==> config.mk <==
export PLATFORM = sky130hd
export DESIGN_NAME = pit_timer
export DESIGN_NICKNAME = d
export VERILOG_FILES = /design/src/rtl/pit_pkg.sv /design/src/rtl/pit_counter.sv /design/src/rtl/pit_sysctl.sv /design/src/rtl/pit_timer.sv
export SDC_FILE = /design/constraint.sdc
export NUM_CORES = 2
export LEC_CHECK = 0
export ABC_AREA = 1
export BUFFER_PORTS_ARGS = -buffer_cell sky130_fd_sc_hd__buf_4
export CORE_MARGIN = 3
export CORE_UTILIZATION = 40
export CTS_BUF_LIST = sky130_fd_sc_hd__clkbuf_4 sky130_fd_sc_hd__clkbuf_8 sky130_fd_sc_hd__clkbuf_16
export CTS_CLUSTER_SIZE = 14
export DETAILED_ROUTE_END_ITERATION = 16
export PLACE_DENSITY = 0.61
export SETUP_SLACK_MARGIN = 0.1
export SYNTH_ARGS = -nofsm -noshare
export SYNTH_HDL_FRONTEND = slang
export SYNTH_HIERARCHICAL = 1
export SYNTH_SLANG_ARGS = --single-unit
export TNS_END_PERCENT = 1
==> constraint.sdc <==
create_clock -name clk -period 8.1 [get_ports clk]
set_clock_uncertainty 0.15 [all_clocks]
set_input_delay 1.215 -clock clk [delete_from_list [all_inputs] [get_ports clk]]
set_output_delay 1.215 -clock clk [all_outputs]
set_load 0.1 [all_outputs]
==> src/rtl/pit_pkg.sv <==
package pit_pkg;

   typedef enum logic [2:0] {
      SEQ_LSB = 3'd1,
      SEQ_MSB = 3'd2,
      SEQ_LO  = 3'd3,
      SEQ_HI  = 3'd4
   } seq_e;

   function automatic seq_e seq_from_access(input logic [1:0] acc);
      case (acc)
         2'd1:    return SEQ_LSB;
         2'd2:    return SEQ_MSB;
         default: return SEQ_LO;
      endcase
   endfunction

   // modes 6 and 7 behave as 2 and 3
   function automatic logic [2:0] eff_mode(input logic [2:0] m);
      return m[1] ? {1'b0, m[1:0]} : m;
   endfunction

endpackage

==> src/rtl/pit_counter.sv <==
module pit_counter
   import pit_pkg::*;
#(
   parameter int   CW       = 16,
   parameter logic GATE_RST = 1'b1
) (
   input  logic       clk,
   input  logic       rst_n,
   input  logic       tick,
   input  logic       gate,
   input  logic       ctl_we,
   input  logic [5:0] ctl_byte,
   input  logic       latch_cnt,
   input  logic       latch_sts,
   input  logic       data_we,
   input  logic       data_re,
   input  logic [7:0] wdata,
   output logic [7:0] rdata,
   output logic       out_o
);
   localparam int FW = CW + 1;
   localparam logic [FW-1:0] FULL = FW'(1) << CW;

   if (CW != 16) begin : g_cw_check
      $error("pit_counter: byte access needs CW == 16");
   end

   logic [FW-1:0] cnt, left, phase, half, fold;
   logic [FW:0]   dbl;
   logic [CW-1:0] rd, lat, cur, ld_val;
   logic [FW-1:0] ld_full;
   logic          started, over, armed, bcd, gate_q, cl_v, sl_v;
   logic [2:0]    mode, em;
   logic [1:0]    acc;
   logic [7:0]    wlo, sts;
   seq_e          wseq, rseq, lseq;
   logic          load_now, restart;

   always_comb begin
      em   = eff_mode(mode);
      half = (cnt + FW'(1)) >> 1;
      dbl  = {phase, 1'b0};
      fold = (dbl >= {1'b0, cnt}) ? FW'(dbl - {1'b0, cnt}) : FW'(dbl);
      case (em)
         3'd2:    cur = CW'(cnt - phase);
         3'd3:    cur = CW'(cnt - fold);
         default: cur = rd;
      endcase
      if (!armed) out_o = 1'b0;
      else begin
         case (em)
            3'd0:    out_o = (left == '0);
            3'd1:    out_o = (left != '0);
            3'd2:    out_o = (phase == '0) && started;
            3'd3:    out_o = (phase < half);
            default: out_o = (left == '0) && !over;
         endcase
      end
      load_now = data_we && (wseq != SEQ_LO);
      case (wseq)
         SEQ_LSB: ld_val = {8'h00, wdata};
         SEQ_MSB: ld_val = {wdata, 8'h00};
         default: ld_val = {wdata, wlo};
      endcase
      ld_full = (ld_val == '0) ? FULL : {1'b0, ld_val};
      restart = gate && !gate_q &&
                (em == 3'd1 || em == 3'd2 || em == 3'd3 || em == 3'd5);
      if (sl_v)      rdata = sts;
      else if (cl_v) rdata = (lseq == SEQ_MSB || lseq == SEQ_HI) ? lat[15:8] : lat[7:0];
      else           rdata = (rseq == SEQ_MSB || rseq == SEQ_HI) ? cur[15:8] : cur[7:0];
   end

   always_ff @(posedge clk) begin
      if (!rst_n) begin
         cnt <= FULL; left <= FULL; phase <= '0; rd <= '0;
         started <= 1'b0; over <= 1'b0; armed <= 1'b0;
         mode <= 3'd0; acc <= 2'd3; bcd <= 1'b0; wlo <= 8'h00;
         wseq <= SEQ_LO; rseq <= SEQ_LO; lseq <= SEQ_LO;
         cl_v <= 1'b0; sl_v <= 1'b0; lat <= '0; sts <= 8'h00;
         gate_q <= GATE_RST;
      end else begin
         gate_q <= gate;
         if (load_now) begin
            cnt <= ld_full; left <= ld_full; rd <= ld_val;
            phase <= '0; started <= 1'b0; over <= 1'b0;
         end else if (restart) begin
            left <= cnt; rd <= cnt[CW-1:0];
            phase <= '0; started <= 1'b0; over <= 1'b0;
         end else if (tick) begin
            rd      <= rd - CW'(1);
            phase   <= (phase + FW'(1) == cnt) ? '0 : phase + FW'(1);
            started <= 1'b1;
            if (left != '0) left <= left - FW'(1);
            else            over <= 1'b1;
         end
         if (data_we) begin
            if (wseq == SEQ_LO) begin
               wlo  <= wdata;
               wseq <= SEQ_HI;
            end else if (wseq == SEQ_HI) wseq <= SEQ_LO;
         end
         if (ctl_we) begin
            acc   <= ctl_byte[5:4];
            mode  <= ctl_byte[3:1];
            bcd   <= ctl_byte[0];
            wseq  <= seq_from_access(ctl_byte[5:4]);
            rseq  <= seq_from_access(ctl_byte[5:4]);
            armed <= 1'b1;
         end
         if (latch_cnt && !cl_v) begin
            lat  <= cur;
            cl_v <= 1'b1;
            lseq <= seq_from_access(acc);
         end
         if (latch_sts && !sl_v) begin
            sts  <= {out_o, 1'b0, acc, mode, bcd};
            sl_v <= 1'b1;
         end
         if (data_re) begin
            if (sl_v) sl_v <= 1'b0;
            else if (cl_v) begin
               if (lseq == SEQ_LO) lseq <= SEQ_MSB;
               else                cl_v <= 1'b0;
            end else if (rseq == SEQ_LO) rseq <= SEQ_HI;
            else if (rseq == SEQ_HI)     rseq <= SEQ_LO;
         end
      end
   end

   // mode 0 holds its terminal level until a reload
   assert_m0_hold_R4: assert property (@(posedge clk) disable iff (!rst_n)
      (armed && mode == 3'd0 && out_o && !load_now && !ctl_we) |=> out_o);

   // mode 2 pulse lasts one tick
   assert_m2_pulse_R5: assert property (@(posedge clk) disable iff (!rst_n)
      (armed && em == 3'd2 && out_o && tick && cnt != FW'(1) && !load_now && !restart && !ctl_we)
      |=> !out_o);

   // modes 4 and 5 strobe for one tick
   assert_m45_strobe_R7: assert property (@(posedge clk) disable iff (!rst_n)
      (armed && (em == 3'd4 || em == 3'd5) && out_o && tick && !load_now && !restart && !ctl_we)
      |=> !out_o);

   // a pending count latch is not overwritten
   assert_cnt_latch_hold_R9: assert property (@(posedge clk) disable iff (!rst_n)
      (cl_v && !data_re) |=> (cl_v && $stable(lat)));

   // a pending status latch is not overwritten
   assert_sts_latch_hold_R10: assert property (@(posedge clk) disable iff (!rst_n)
      (sl_v && !data_re) |=> (sl_v && $stable(sts)));

endmodule

==> src/rtl/pit_sysctl.sv <==
module pit_sysctl (
   input  logic       clk,
   input  logic       rst_n,
   input  logic       wr,
   input  logic       rd,
   input  logic [1:0] wbits,
   input  logic       ch2_out,
   output logic [7:0] rdata,
   output logic       gate2,
   output logic       spk
);
   logic refresh;

   always_ff @(posedge clk) begin
      if (!rst_n) begin
         gate2   <= 1'b0;
         spk     <= 1'b0;
         refresh <= 1'b0;
      end else begin
         if (wr) begin
            gate2 <= wbits[0];
            spk   <= wbits[1];
         end
         if (rd) refresh <= ~refresh;
      end
   end

   assign rdata = {2'b00, ch2_out, ~refresh, 2'b00, spk, gate2};

   // the refresh bit seen by consecutive reads alternates
   assert_refresh_alt_R12: assert property (@(posedge clk) disable iff (!rst_n)
      (rd && !wr) |=> (rdata[4] != $past(rdata[4])));

endmodule

==> src/rtl/pit_timer.sv <==
module pit_timer
   import pit_pkg::*;
#(
   parameter int NCH = 3,
   parameter int CW  = 16
) (
   input  logic           clk,
   input  logic           rst_n,
   input  logic           tick,
   input  logic           wr_en,
   input  logic           rd_en,
   input  logic [1:0]     addr,
   input  logic [7:0]     wdata,
   output logic [7:0]     rdata,
   input  logic [1:0]     gate_in,
   input  logic           sys_wr,
   input  logic           sys_rd,
   input  logic [1:0]     sys_wdata,
   output logic [7:0]     sys_rdata,
   output logic           spk_en,
   output logic [NCH-1:0] timer_out
);
   localparam logic [1:0] CTL_ADDR = 2'd3;

   if (NCH != 3) begin : g_nch_check
      $error("pit_timer: address map holds exactly three channels");
   end

   logic [7:0] ch_rd [NCH];
   logic       gate2;
   logic       ctl_hit;
   logic [1:0] sel;

   assign ctl_hit = wr_en && (addr == CTL_ADDR);
   assign sel     = wdata[7:6];

   for (genvar i = 0; i < NCH; i++) begin : g_ch
      logic g, cwe, lc, ls, dwe, dre;
      if (i < 2) begin : g_pin
         assign g = gate_in[i];
      end else begin : g_sys
         assign g = gate2;
      end
      assign cwe = ctl_hit && (sel == 2'(i)) && (wdata[5:4] != 2'd0);
      assign lc  = ctl_hit && (((sel == 2'(i)) && (wdata[5:4] == 2'd0)) ||
                              ((sel == CTL_ADDR) && wdata[i+1] && !wdata[5]));
      assign ls  = ctl_hit && (sel == CTL_ADDR) && wdata[i+1] && !wdata[4];
      assign dwe = wr_en && (addr == 2'(i));
      assign dre = rd_en && (addr == 2'(i));

      pit_counter #(.CW(CW), .GATE_RST(i != 2)) u_cnt (
         .clk(clk), .rst_n(rst_n), .tick(tick), .gate(g),
         .ctl_we(cwe), .ctl_byte(wdata[5:0]),
         .latch_cnt(lc), .latch_sts(ls),
         .data_we(dwe), .data_re(dre), .wdata(wdata),
         .rdata(ch_rd[i]), .out_o(timer_out[i])
      );
   end

   pit_sysctl u_sys (
      .clk(clk), .rst_n(rst_n), .wr(sys_wr), .rd(sys_rd), .wbits(sys_wdata),
      .ch2_out(timer_out[2]), .rdata(sys_rdata), .gate2(gate2), .spk(spk_en)
   );

   always_comb begin
      if (addr == CTL_ADDR) rdata = 8'h00;
      else                  rdata = ch_rd[addr];
   end

endmodule

==> run_results.csv <==
group,metric,value,unit
status,status,"finished, final reports clean",
synthesis,ys_top_cells_by_area,"dfxtp_1, nand2_1, o21ai_0, inv_1, ha_1",
floorplanning,die_h,273,um
placed_design,hpwl,68400,um
timing,hold_viol,0,
placed_design,routabilityCongestion,0.927,
synthesis,netlist.area_leader.share,0.253,
synthesis,synth_largest_area_cell,"dfxtp_1",
power_and_ir_drop,max-vdd-ir-drop,151,uV
routing,highest_layer,"met4",
worst_setup_path,worst_setup_path_end_kind,"output port",
timing,rsz0062_at_grt,"false",
clock_tree,htree_levels,2,
clock_tree,holdBufCountCts,0,
routing,drtIter0Drc,2984,
clock_tree,cts_tree,"yes",
clock_tree,cts-resized-gates,0,
finish,nets,4587,
floorplanning,core,70300,um2
timing,finalCriticalPeriod,7.33,ns
synthesis,yosysUniqueCellTypes,59,
global_route,antenna_found_initial,0,
worst_setup_path,cpMostUsedCell,"nand2_1",
global_route,grt_pass1_vias,26182,
global_route,overflow,0,
min_path,hp-class,"flop to flop",
global_route,grt_pass1_wl,146000,um
clock_tree,cts.sinks,360,
clock_tree,cts_buffers,45,
finish,area_growth,8.43,%
timing,worst_pin_slew,1.02,ns
routing,drc,0,
synthesis,async_reset_ff_frac,0,
worst_setup_path,crit_slowest_cell,"ha_1",
floorplanning,ios,41,
finish,drive_above_1_share,0.0674,
routing,num_vias,28928,
worst_setup_path,required,6.73,ns
synthesis,syn-cell-area,28400,um2
routing,post_drt_wl_per_cell,17.0,um
synthesis,synthCells,4465,
timing,period_share,0.905,
worst_setup_path,cp_top_family,"simple AND/OR/NAND/NOR gates",
power_and_ir_drop,p_leak,0.0139,uW
clock_tree,clk_latency,0.59,ns
worst_setup_path,path_buf_inv,3,
routing,drt_first_pass_iters,8,
synthesis,synth_seq_cells,360,
routing,wl_met2,37800,um
power_and_ir_drop,finalPower,5140,uW
clock_tree,cts_root_buf,"clkbuf_16",
finish,diodes,0,
routing,drt_wl_total,91400,um
synthesis,synth_edf_count,0,
routing,vias_per_cell,5.38,
power_and_ir_drop,p_per_area,167,nW/um2
job,cap_violations,0,
floorplanning,die_w,273,um
synthesis,yosysSeqAreaShare,0.253,
timing,setup_viol_count_final,0,
floorplanning,fp-row-count,97,
worst_setup_path,path_max_fanout,17,
synthesis,synth_warnings,6,
timing,max_freq,0.136,GHz
clock_tree,clkSlewWorstSetupHoldPaths,0.06,ns
floorplanning,die_area,74300,um2
worst_setup_path,start_kind,"flop",
placed_design,port-buffer-count,36,
timing,drv_slew,0,
floorplanning,initial_core_util,0.405,
timing,maxSlewHeadroom,0.321,
routing,wl_met3,6030,um
global_route,grt_max_degree,74,
clock_tree,clockBufferDepth,3,
global_route,grt_use_total,0.241,
timing,fin_setup_tns,0,ns
worst_setup_path,worstPathArrival,5.97,ns
worst_setup_path,criticalPathCategory,"flop to output port",
routing,m1WireLength,45600,um
synthesis,post_synth.cell_area_avg,6.37,um2
synthesis,yosys_most_used_dff,"dfxtp_1",
routing,antenna_left,0,
clock_tree,post_cts.repair.setup_buffers,0,
worst_setup_path,slowest_delay,0.44,ns
==> flip-flops by register name, indices dropped and copies added, names as in the netlist, 21 cells and up <==
signal,flops
g_ch.u_cnt/rd,48
g_ch.u_cnt/wlo,24
g_ch.u_cnt/cnt,51
g_ch.u_cnt/left,51
g_ch.u_cnt/sts,21
g_ch.u_cnt/phase,51
g_ch.u_cnt/lat,48
==> cell usage in the layout, fill, tap and decap left out, types with 12 or more instances in the layout <==
cell type / Yosys / layout
nand2_1: 925 / 925
inv_1: 572 / 572
o21ai_0: 457 / 457
nor2_1: 413 / 413
a21oi_1: 376 / 376
dfxtp_1: 360 / 360
nand3_1: 199 / 199
xor2_1: 167 / 167
ha_1: 156 / 156
nor3_1: 115 / 115
a31oi_1: 92 / 92
buf_4: 10 / 64
o211ai_1: 57 / 57
clkbuf_16: 0 / 45
nand4_1: 44 / 44
xnor2_1: 38 / 38
o22ai_1: 30 / 30
inv_2: 25 / 25
nand2_2: 19 / 19
or2_2: 18 / 18
a211oi_1: 17 / 17
o21bai_1: 16 / 16
nor3_2: 16 / 16
nor4_1: 15 / 15
o21ai_2: 14 / 14
o21ai_1: 13 / 13
clkinv_1: 12 / 12
a21oi_2: 12 / 12
a41oi_1: 12 / 12
==> per-layer routing <==
layer | track usage | up-vias
met4 | 0.0626 | 0
met2 | 0.355 | 912
met1 | 0.367 | 13224
li1 | - | 14682
met5 | 0 | -
met3 | 0.0268 | 110
==> final timing paths <==
check | start | end | slack (ns) | cells past startpoint
setup / recovery | g_ch[0].u_cnt/cnt[2]$_SDFFE_PN0P_ | rdata[5] | 0.77 | 25
hold / removal | g_ch[0].u_cnt/started$_SDFFE_PP0P_ | g_ch[0].u_cnt/started$_SDFFE_PP0P_ | 0.31 | 2
setup reg to reg | g_ch[1].u_cnt/cnt[3]$_SDFFE_PN0P_ | g_ch[1].u_cnt/lat[14]$_SDFFE_PN0P_ | 3.12 | 23
hold reg to reg | g_ch[0].u_cnt/started$_SDFFE_PP0P_ | g_ch[0].u_cnt/started$_SDFFE_PP0P_ | 0.31 | 2
==> cell usage after synthesis (10+ instances only) <==
cell      number
a211oi_1      17
a21oi_1      376
a21oi_2       12
a31oi_1       92
a41oi_1       12
buf_2         30
buf_4         10
clkbuf_1     122
clkinv_1      12
dfxtp_1      360
ha_1         156
inv_1        572
inv_2         25
nand2_1      925
nand2_2       19
nand3_1      199
nand4_1       44
nor2_1       413
nor3_1       115
nor3_2        16
nor4_1        15
o211ai_1      57
o21ai_0      457
o21ai_1       13
o21ai_2       14
o21bai_1      16
o22ai_1       30
or2_2         18
xnor2_1       38
xor2_1       167
==> layout make-up <==
| cell class | count | area, um2 |
|---|---|---|
| Fill cell | 7454 | 39400 |
| Multi-Input combinational cell | 3324 | 18200 |
| Sequential cell | 360 | 7210 |
| Inverter | 609 | 2290 |
| Clock buffer | 65 | 1340 |
| Tap cell | 940 | 1180 |
| Timing Repair Buffer | 64 | 480 |
| Clock inverter | 14 | 164 |
==> where the power goes <==
group          leakage (uW)  switching [uW]  internal, uW
clock              0.000757             847          1220
combinational        0.0102             757           373
sequential          0.00293            89.9          1860
==> logic make-up after synthesis <==
kind of cell,share of synthesized area
flops,0.253
other cells,0.000132
fa+ha+maj,0.0728
xor+xnor,0.0676
buf+inv,0.108
compound gates,0.221
simple gates,0.278
==> through the flow <==
step	area, um2	util	cells	worst slack [ns]	hold WS, ns
5_1_grt	30800	0.439	5376	0.143	0.331
4_1_cts	30800	0.439	5376	0.865	0.310
2_1_floorplan	28500	-	4468	2.14	0.281
3_5_place_dp	29300	0.417	5297	1.53	0.300
6_report	30800	0.439	5376	0.766	0.309
3_3_place_gp	29300	0.417	5297	1.62	0.297
==> worst reg2reg max path, delay by kind of cell, from the launching register on <==
family / cells / cell delay (ns)
and+or+nand+nor: 11 / 1.85
AOI/OAI and AO/OA: 7 / 1.09
adders and majority gates: 2 / 0.74
buffers and inverters: 3 / 0.55
DFF: 1 / 0.50
Power figures use the tool's default switching activity.
